===== src/rtl/dor_pkg.sv =====
package dor_pkg;
  localparam int ADDR_W = 8;
  typedef logic [ADDR_W-1:0] addr_t;

  typedef enum logic [1:0] {
    OP_REG = 2'd0,
    OP_DIR = 2'd1,
    OP_IND = 2'd2,
    OP_RSV = 2'd3
  } op_kind_e;

  typedef struct packed {
    logic  to_sfr;
    addr_t addr;
    logic  legal;
    logic  fetch;
    logic  missing;
  } route_t;

  // RAM byte holding register idx of a bank
  function automatic addr_t bank_slot(input int unsigned bank,
                                      input int unsigned idx,
                                      input int unsigned nreg);
    return addr_t'(bank * nreg + idx);
  endfunction

  // SFR addresses that exist in this controller
  function automatic logic sfr_present(input addr_t a);
    case (a)
      8'h80, 8'h81, 8'h82, 8'h83, 8'h87, 8'h88, 8'h89, 8'h8A,
      8'h8B, 8'h8C, 8'h8D, 8'h90, 8'h98, 8'h99, 8'hA0, 8'hA8,
      8'hB0, 8'hB8, 8'hC8, 8'hC9, 8'hCA, 8'hCB, 8'hCC, 8'hCD,
      8'hD0, 8'hE0, 8'hF0: return 1'b1;
      default:             return 1'b0;
    endcase
  endfunction
endpackage


===== src/rtl/dor_bank.sv =====
module dor_bank #(
  parameter int BANK_W = 2
) (
  input  logic              clk,
  input  logic              rst_n,
  input  logic              wr_en,
  input  logic [BANK_W-1:0] wr_val,
  output logic [BANK_W-1:0] bank
);
  always_ff @(posedge clk or negedge rst_n) begin
    if (!rst_n)     bank <= '0;
    else if (wr_en) bank <= wr_val;
  end
endmodule


===== src/rtl/dor_decode.sv =====
module dor_decode
  import dor_pkg::*;
#(
  parameter int NBANK  = 4,
  parameter int NREG   = 8,
  parameter int BANK_W = $clog2(NBANK),
  parameter int REG_W  = $clog2(NREG)
) (
  input  op_kind_e          kind,
  input  logic [REG_W-1:0]  reg_idx,
  input  addr_t             dir_addr,
  input  logic [BANK_W-1:0] bank,
  output route_t            route,
  output addr_t             ptr_slot
);
  addr_t slot;

  always_comb begin
    slot     = bank_slot(32'(bank), 32'(reg_idx), NREG);
    ptr_slot = slot;
    route    = '0;
    unique case (kind)
      OP_REG: begin
        route.legal = 1'b1;
        route.addr  = slot;
      end
      OP_DIR: begin
        route.legal   = 1'b1;
        route.to_sfr  = dir_addr[ADDR_W-1];
        route.addr    = dir_addr;
        route.missing = dir_addr[ADDR_W-1] && !sfr_present(dir_addr);
      end
      OP_IND: begin
        route.legal = (reg_idx <= REG_W'(1));
        route.fetch = route.legal;
      end
      default: route.legal = 1'b0;
    endcase
  end
endmodule


===== src/rtl/data_operand_resolver.sv =====
module data_operand_resolver
  import dor_pkg::*;
#(
  parameter int NBANK = 4,
  parameter int NREG  = 8,
  localparam int BANK_W = $clog2(NBANK),
  localparam int REG_W  = $clog2(NREG)
) (
  input  logic              clk,
  input  logic              rst_n,
  input  logic              req_valid,
  input  logic [1:0]        req_kind,
  input  logic [REG_W-1:0]  req_reg,
  input  logic [7:0]        req_addr,
  input  logic              req_we,
  input  logic              bank_wr,
  input  logic [BANK_W-1:0] bank_wdata,
  input  logic [7:0]        ram_rdata,
  input  logic [7:0]        sfr_rdata,
  output logic              busy,
  output logic [BANK_W-1:0] cur_bank,
  output logic              mem_to_sfr,
  output logic [7:0]        mem_addr,
  output logic              mem_rd,
  output logic              mem_wr,
  output logic [7:0]        rdata,
  output logic              acc_done,
  output logic              acc_illegal,
  output logic              sfr_err
);
  typedef enum logic {ST_IDLE, ST_FETCH} state_e;

  state_e st_q;
  route_t route;
  addr_t  ptr_slot;
  logic   pend_we_q;
  logic   zero_q;

  // named events
  logic accept, fetch_start, ind_issue;
  assign busy        = (st_q == ST_FETCH);
  assign accept      = req_valid && !busy;
  assign fetch_start = accept && route.fetch;
  assign ind_issue   = busy;

  dor_bank #(.BANK_W(BANK_W)) u_bank (
    .clk(clk), .rst_n(rst_n), .wr_en(bank_wr), .wr_val(bank_wdata), .bank(cur_bank)
  );

  dor_decode #(.NBANK(NBANK), .NREG(NREG)) u_decode (
    .kind(op_kind_e'(req_kind)), .reg_idx(req_reg), .dir_addr(req_addr),
    .bank(cur_bank), .route(route), .ptr_slot(ptr_slot)
  );

  always_ff @(posedge clk or negedge rst_n) begin
    if (!rst_n) begin
      st_q        <= ST_IDLE;
      pend_we_q   <= 1'b0;
      zero_q      <= 1'b0;
      mem_to_sfr  <= 1'b0;
      mem_addr    <= '0;
      mem_rd      <= 1'b0;
      mem_wr      <= 1'b0;
      acc_done    <= 1'b0;
      acc_illegal <= 1'b0;
      sfr_err     <= 1'b0;
    end else begin
      mem_rd      <= 1'b0;
      mem_wr      <= 1'b0;
      acc_done    <= 1'b0;
      acc_illegal <= 1'b0;
      sfr_err     <= 1'b0;
      zero_q      <= 1'b0;
      if (ind_issue) begin
        st_q       <= ST_IDLE;
        mem_to_sfr <= 1'b0;
        mem_addr   <= ram_rdata;
        mem_rd     <= !pend_we_q;
        mem_wr     <= pend_we_q;
        acc_done   <= 1'b1;
      end else if (fetch_start) begin
        st_q       <= ST_FETCH;
        pend_we_q  <= req_we;
        mem_to_sfr <= 1'b0;
        mem_addr   <= ptr_slot;
        mem_rd     <= 1'b1;
      end else if (accept) begin
        acc_done <= 1'b1;
        if (!route.legal) begin
          acc_illegal <= 1'b1;
        end else begin
          mem_to_sfr <= route.to_sfr;
          mem_addr   <= route.addr;
          if (route.missing) begin
            sfr_err <= 1'b1;
            zero_q  <= 1'b1;
          end else begin
            mem_rd <= !req_we;
            mem_wr <= req_we;
          end
        end
      end
    end
  end

  assign rdata = zero_q ? 8'h00 : (mem_to_sfr ? sfr_rdata : ram_rdata);
endmodule


===== config.mk =====
export PLATFORM = sky130hd
export DESIGN_NAME = data_operand_resolver
export DESIGN_NICKNAME = d
export VERILOG_FILES = /design/src/rtl/dor_pkg.sv /design/src/rtl/dor_bank.sv /design/src/rtl/dor_decode.sv /design/src/rtl/data_operand_resolver.sv
export SDC_FILE = /design/constraint.sdc
export NUM_CORES = 1
export LEC_CHECK = 0
export ABC_AREA = 0
export BUFFER_PORTS_ARGS = -buffer_cell sky130_fd_sc_hd__buf_2
export CORE_ASPECT_RATIO = 1.25
export CORE_MARGIN = 2
export CORE_UTILIZATION = 43
export CTS_CLUSTER_SIZE = 14
export DETAILED_ROUTE_END_ITERATION = 10
export HOLD_SLACK_MARGIN = 0.03
export PLACE_DENSITY_LB_ADDON = 0.05
export RECOVER_POWER = 50
export SLEW_MARGIN = 20
export SYNTH_ARGS = -nofsm -noshare
export SYNTH_HDL_FRONTEND = slang
export SYNTH_SLANG_ARGS = --single-unit
export TNS_END_PERCENT = 30

===== constraint.sdc =====
create_clock -name clk -period 1.4 [get_ports clk]
set_clock_uncertainty 0.05 [all_clocks]
set_input_delay 0.21 -clock clk [delete_from_list [all_inputs] [get_ports clk]]
set_output_delay 0.21 -clock clk [all_outputs]
set_load 0.1 [all_outputs]

==> impl_metrics.tcl <==
set metrics [dict create \
    final_hold_viol_count 0 \
    route.detailed.drc 0 \
    synth_simple_gate_area_share_pct 16.3 \
    reg2regPathDepth 3 \
    reg2reg_slack_ps -60 \
    dpl.hpwl_um 2340 \
    fp-row-count 20 \
    synth.top_cell.area_share_pct 42.9 \
    mappedNetlistArea_um2 1050 \
    timing_worst_setup_path_type "reg2out" \
    layout_min_cycle_time_ps 1660 \
    cts_sinks 18 \
    yosys-top-cells-count "18 x sky130_fd_sc_hd__dfrtp_1, 12 x sky130_fd_sc_hd__nor2_1, 10 x sky130_fd_sc_hd__mux2i_1" \
    antenna_found_initial 0 \
    worst_hold_startpoint "bank_wdata[1]" \
    grt_start_max_net_pins 19 \
    num_cts_buffers 3 \
    gp_congestion 0.873 \
    synthDistinctLibCells 36 \
    design.die.area_um2 2860 \
    floorplan.initialDensity_pct 44.2 \
    timing.hold.worst_path_depth 2 \
    clkLatencyLatePin_ps 300 \
    cts_tree "yes" \
    clk_path_buf_depth 2 \
    synth_most_common_cell "sky130_fd_sc_hd__dfrtp_1" \
    critPathMaxFanout 9 \
    drt_pre_antenna_iters 4 \
    multi_input_comb_area_um2 637 \
    top_routing_layer_used "met4" \
    number_of_endpoints_failing_setup_at_the_final_stage 13 \
    finalWirelength_um 2850 \
    route.vias.total 1080 \
    cp-end-kind "output port" \
    dpl-instance-area_um2 1620 \
    fin_total_pwr_w 0.00201 \
    fraction_of_synthesis_flops_using_an_asynchronous_set_or_reset_pin_pct 100 \
    grt.overflow.total 0 \
    fin_ws_ps -259 \
    r2r_start "busy" \
    detail_route.wirelength.met1_um 1100 \
    ys_seq_area_share_pct 42.9 \
    post_synth_xor_area_fraction_pct 0 \
    clock-root-buffer "sky130_fd_sc_hd__clkbuf_4" \
    detailed_router_s_first_iteration_violation_count 33 \
    yosys.area.top_type "sky130_fd_sc_hd__dfrtp_1" \
    setup.worst_path.start_class "register" \
    timing.final.crit_share_pct 118 \
    drt.antenna.violating_nets 0 \
    placedCellCount 195 \
    netlist_instances 103 \
    slew_headroom_pct 60.5 \
    syn_nets 139 \
    synth.top_cells.by_area "sky130_fd_sc_hd__dfrtp_1 43%, sky130_fd_sc_hd__mux2i_1 9.5%, sky130_fd_sc_hd__mux2_2 4.3%" \
    seqCellArea_um2 459 \
    power.ir.vdd_worst_v 0.000721 \
    num-nets-final 205 \
    gr-usage-all-layers_pct 21.6 \
    global_route_wire_length_before_repair_um 4440 \
    die-height_um 59.3 \
    synth_compound_area_share_pct 21.2 \
    synth-adder-area-share_pct 0 \
    worst_pin_slew_ps 592 \
    fin_area_um2 1700 \
    timing.rr.end "mem_addr[7]" \
    post_route_cells_drive_above_1_share_pct 55.4 \
    grt_setup_unrepaired "yes" \
    synth.mux.area_fraction_pct 14.9 \
    cp.arrival_ps 1400 \
    slew_violations 0 \
    min-delay-path-class "in2reg" \
    failing_checks "negative setup slack" \
    placement.io_buffers 60 \
    worstHoldEndpoint "u_bank.bank[1]" \
    finish.cell_count_without_fillers 201 \
    chipWidth_um 48.2 \
    synth_top_family_by_area "compound AO/OA/AOI/OAI gates" \
    post_drt_via_cell_ratio 5.37 \
    synth_edf_count 0 \
    wl_met3_um 232 \
    cap_violations 0 \
    layout-area-overhead-vs-synth_pct 61.9 \
    wire_per_inst_um 14.2 \
    htree_levels 1 \
    clkSlewWorstSetupHoldPaths_ps 100 \
    run_status "finished with violations" \
    synth-seq-cells 18 \
    first_global_vias 1049 \
    ys_dominant_reg_cell "sky130_fd_sc_hd__dfrtp_1" \
    met2_wirelength_um 1480 \
    synth-warning-count 0 \
    critical_path_required_ps 1140 \
    antenna_cells 0 \
    core_um2 2380 \
    power_leakage_nw 0.804 \
    layout_filler_cell_count 186 \
    avgSynthCellArea_um2 10.2 \
    achievable-frequency_mhz 603 \
    i_o_pin_cnt 61 \
    power_per_cell_area_nw_per_um2 1180 \
]
==> kinds of logic after synthesis <==
group,count (synthesis)
compound gates,29
mux,15
buf+inv,9
flops,18
simple gates,32
==> state kept, by name, summed over array words and instances, names as in the netlist <==
name and count:
mem_rd 1, zero_q 1, mem_addr 8, mem_wr 1, busy 1, acc_done 1, acc_illegal 1, u_bank.bank 2
pend_we_q 1, mem_to_sfr 1
==> final cells by class <==
class	instances	area share, %
Tap cell	33	2.43
Inverter	4	0.882
Sequential cell	18	27.0
Clock buffer	4	2.13
Multi-Input combinational cell	76	37.4
Timing Repair Buffer	66	30.1
==> per-layer routing <==
layer | global-route usage, % | vias up
met5 | 0 | -
met4 | 10.4 | 0
met3 | 3.96 | 8
met2 | 34.2 | 58
met1 | 27.5 | 504
li1 | - | 510
==> where the power goes <==
part | internal, W | total [W] | switching, W
combinational | 0.000308 | 0.00106 | 0.000753
clock | 0.000159 | 0.000320 | 0.000161
sequential | 0.000579 | 0.000627 | 0.0000481
total | 0.00105 | 0.00201 | 0.000962
==> per-stage QoR <==
step | setup TNS (ps) | setup slack, ps | hold WS (ps) | util [%]
floorplan | -4000 | -317 | -136 | -
global placement | 0 | 87.6 | 104 | 68.1
detailed placement | 0 | 53.5 | 108 | 68.1
CTS | -2100 | -257 | 89.4 | 70.9
global route | -2960 | -317 | 91.4 | 71.6
finish | -2270 | -259 | 88.2 | 71.6
==> worst max path at each step <==
stage | start | end | depth (start not counted)
final | mem_to_sfr | rdata[5] | 3
after global routing | mem_to_sfr | rdata[1] | 3
after CTS | mem_to_sfr | rdata[5] | 3
after detailed placement | mem_to_sfr | rdata[5] | 3
after global placement | mem_to_sfr | rdata[0] | 3
after floorplan | mem_to_sfr | rdata[0] | 3
==> worst max-delay path, cell delays in order (launching register included) <==
cell and delay (ps):
sky130_fd_sc_hd__dfrtp_4 580, sky130_fd_sc_hd__mux2i_2 200, sky130_fd_sc_hd__nor2_4 130, sky130_fd_sc_hd__buf_12 180
==> placed cells by master, fill, tap and decap left out, types with 2 or more instances in the layout <==
| master | instances |
|---|---|
| sky130_fd_sc_hd__o32ai_1 | 3 |
| sky130_fd_sc_hd__dfrtp_4 | 2 |
| sky130_fd_sc_hd__buf_4 | 3 |
| sky130_fd_sc_hd__buf_12 | 11 |
| sky130_fd_sc_hd__and3_1 | 2 |
| sky130_fd_sc_hd__mux2i_2 | 7 |
| sky130_fd_sc_hd__a31oi_1 | 2 |
| sky130_fd_sc_hd__a21o_1 | 4 |
| sky130_fd_sc_hd__nand2b_1 | 4 |
| sky130_fd_sc_hd__clkbuf_4 | 6 |
| sky130_fd_sc_hd__a32oi_1 | 2 |
| sky130_fd_sc_hd__dfrtp_1 | 15 |
| sky130_fd_sc_hd__inv_1 | 3 |
| sky130_fd_sc_hd__o21ai_1 | 5 |
| sky130_fd_sc_hd__nor2_1 | 4 |
| sky130_fd_sc_hd__mux2_2 | 4 |
| sky130_fd_sc_hd__nor2_4 | 9 |
| sky130_fd_sc_hd__o22ai_1 | 2 |
| sky130_fd_sc_hd__a22o_1 | 2 |
| sky130_fd_sc_hd__clkbuf_1 | 2 |
| sky130_fd_sc_hd__mux2i_1 | 3 |
| sky130_fd_sc_hd__o2bb2ai_1 | 3 |
| sky130_fd_sc_hd__nand2_1 | 6 |
| sky130_fd_sc_hd__buf_2 | 45 |
==> what timing repair did <==
action                                  in CTS  in global routing
gates resized for setup                      4                  7
hold buffers                                 1                  0
endpoints found under the setup margin       9                 13
setup buffers                                1                  0
hold endpoints to repair                    18                  0
Power figures use the tool's default switching activity.
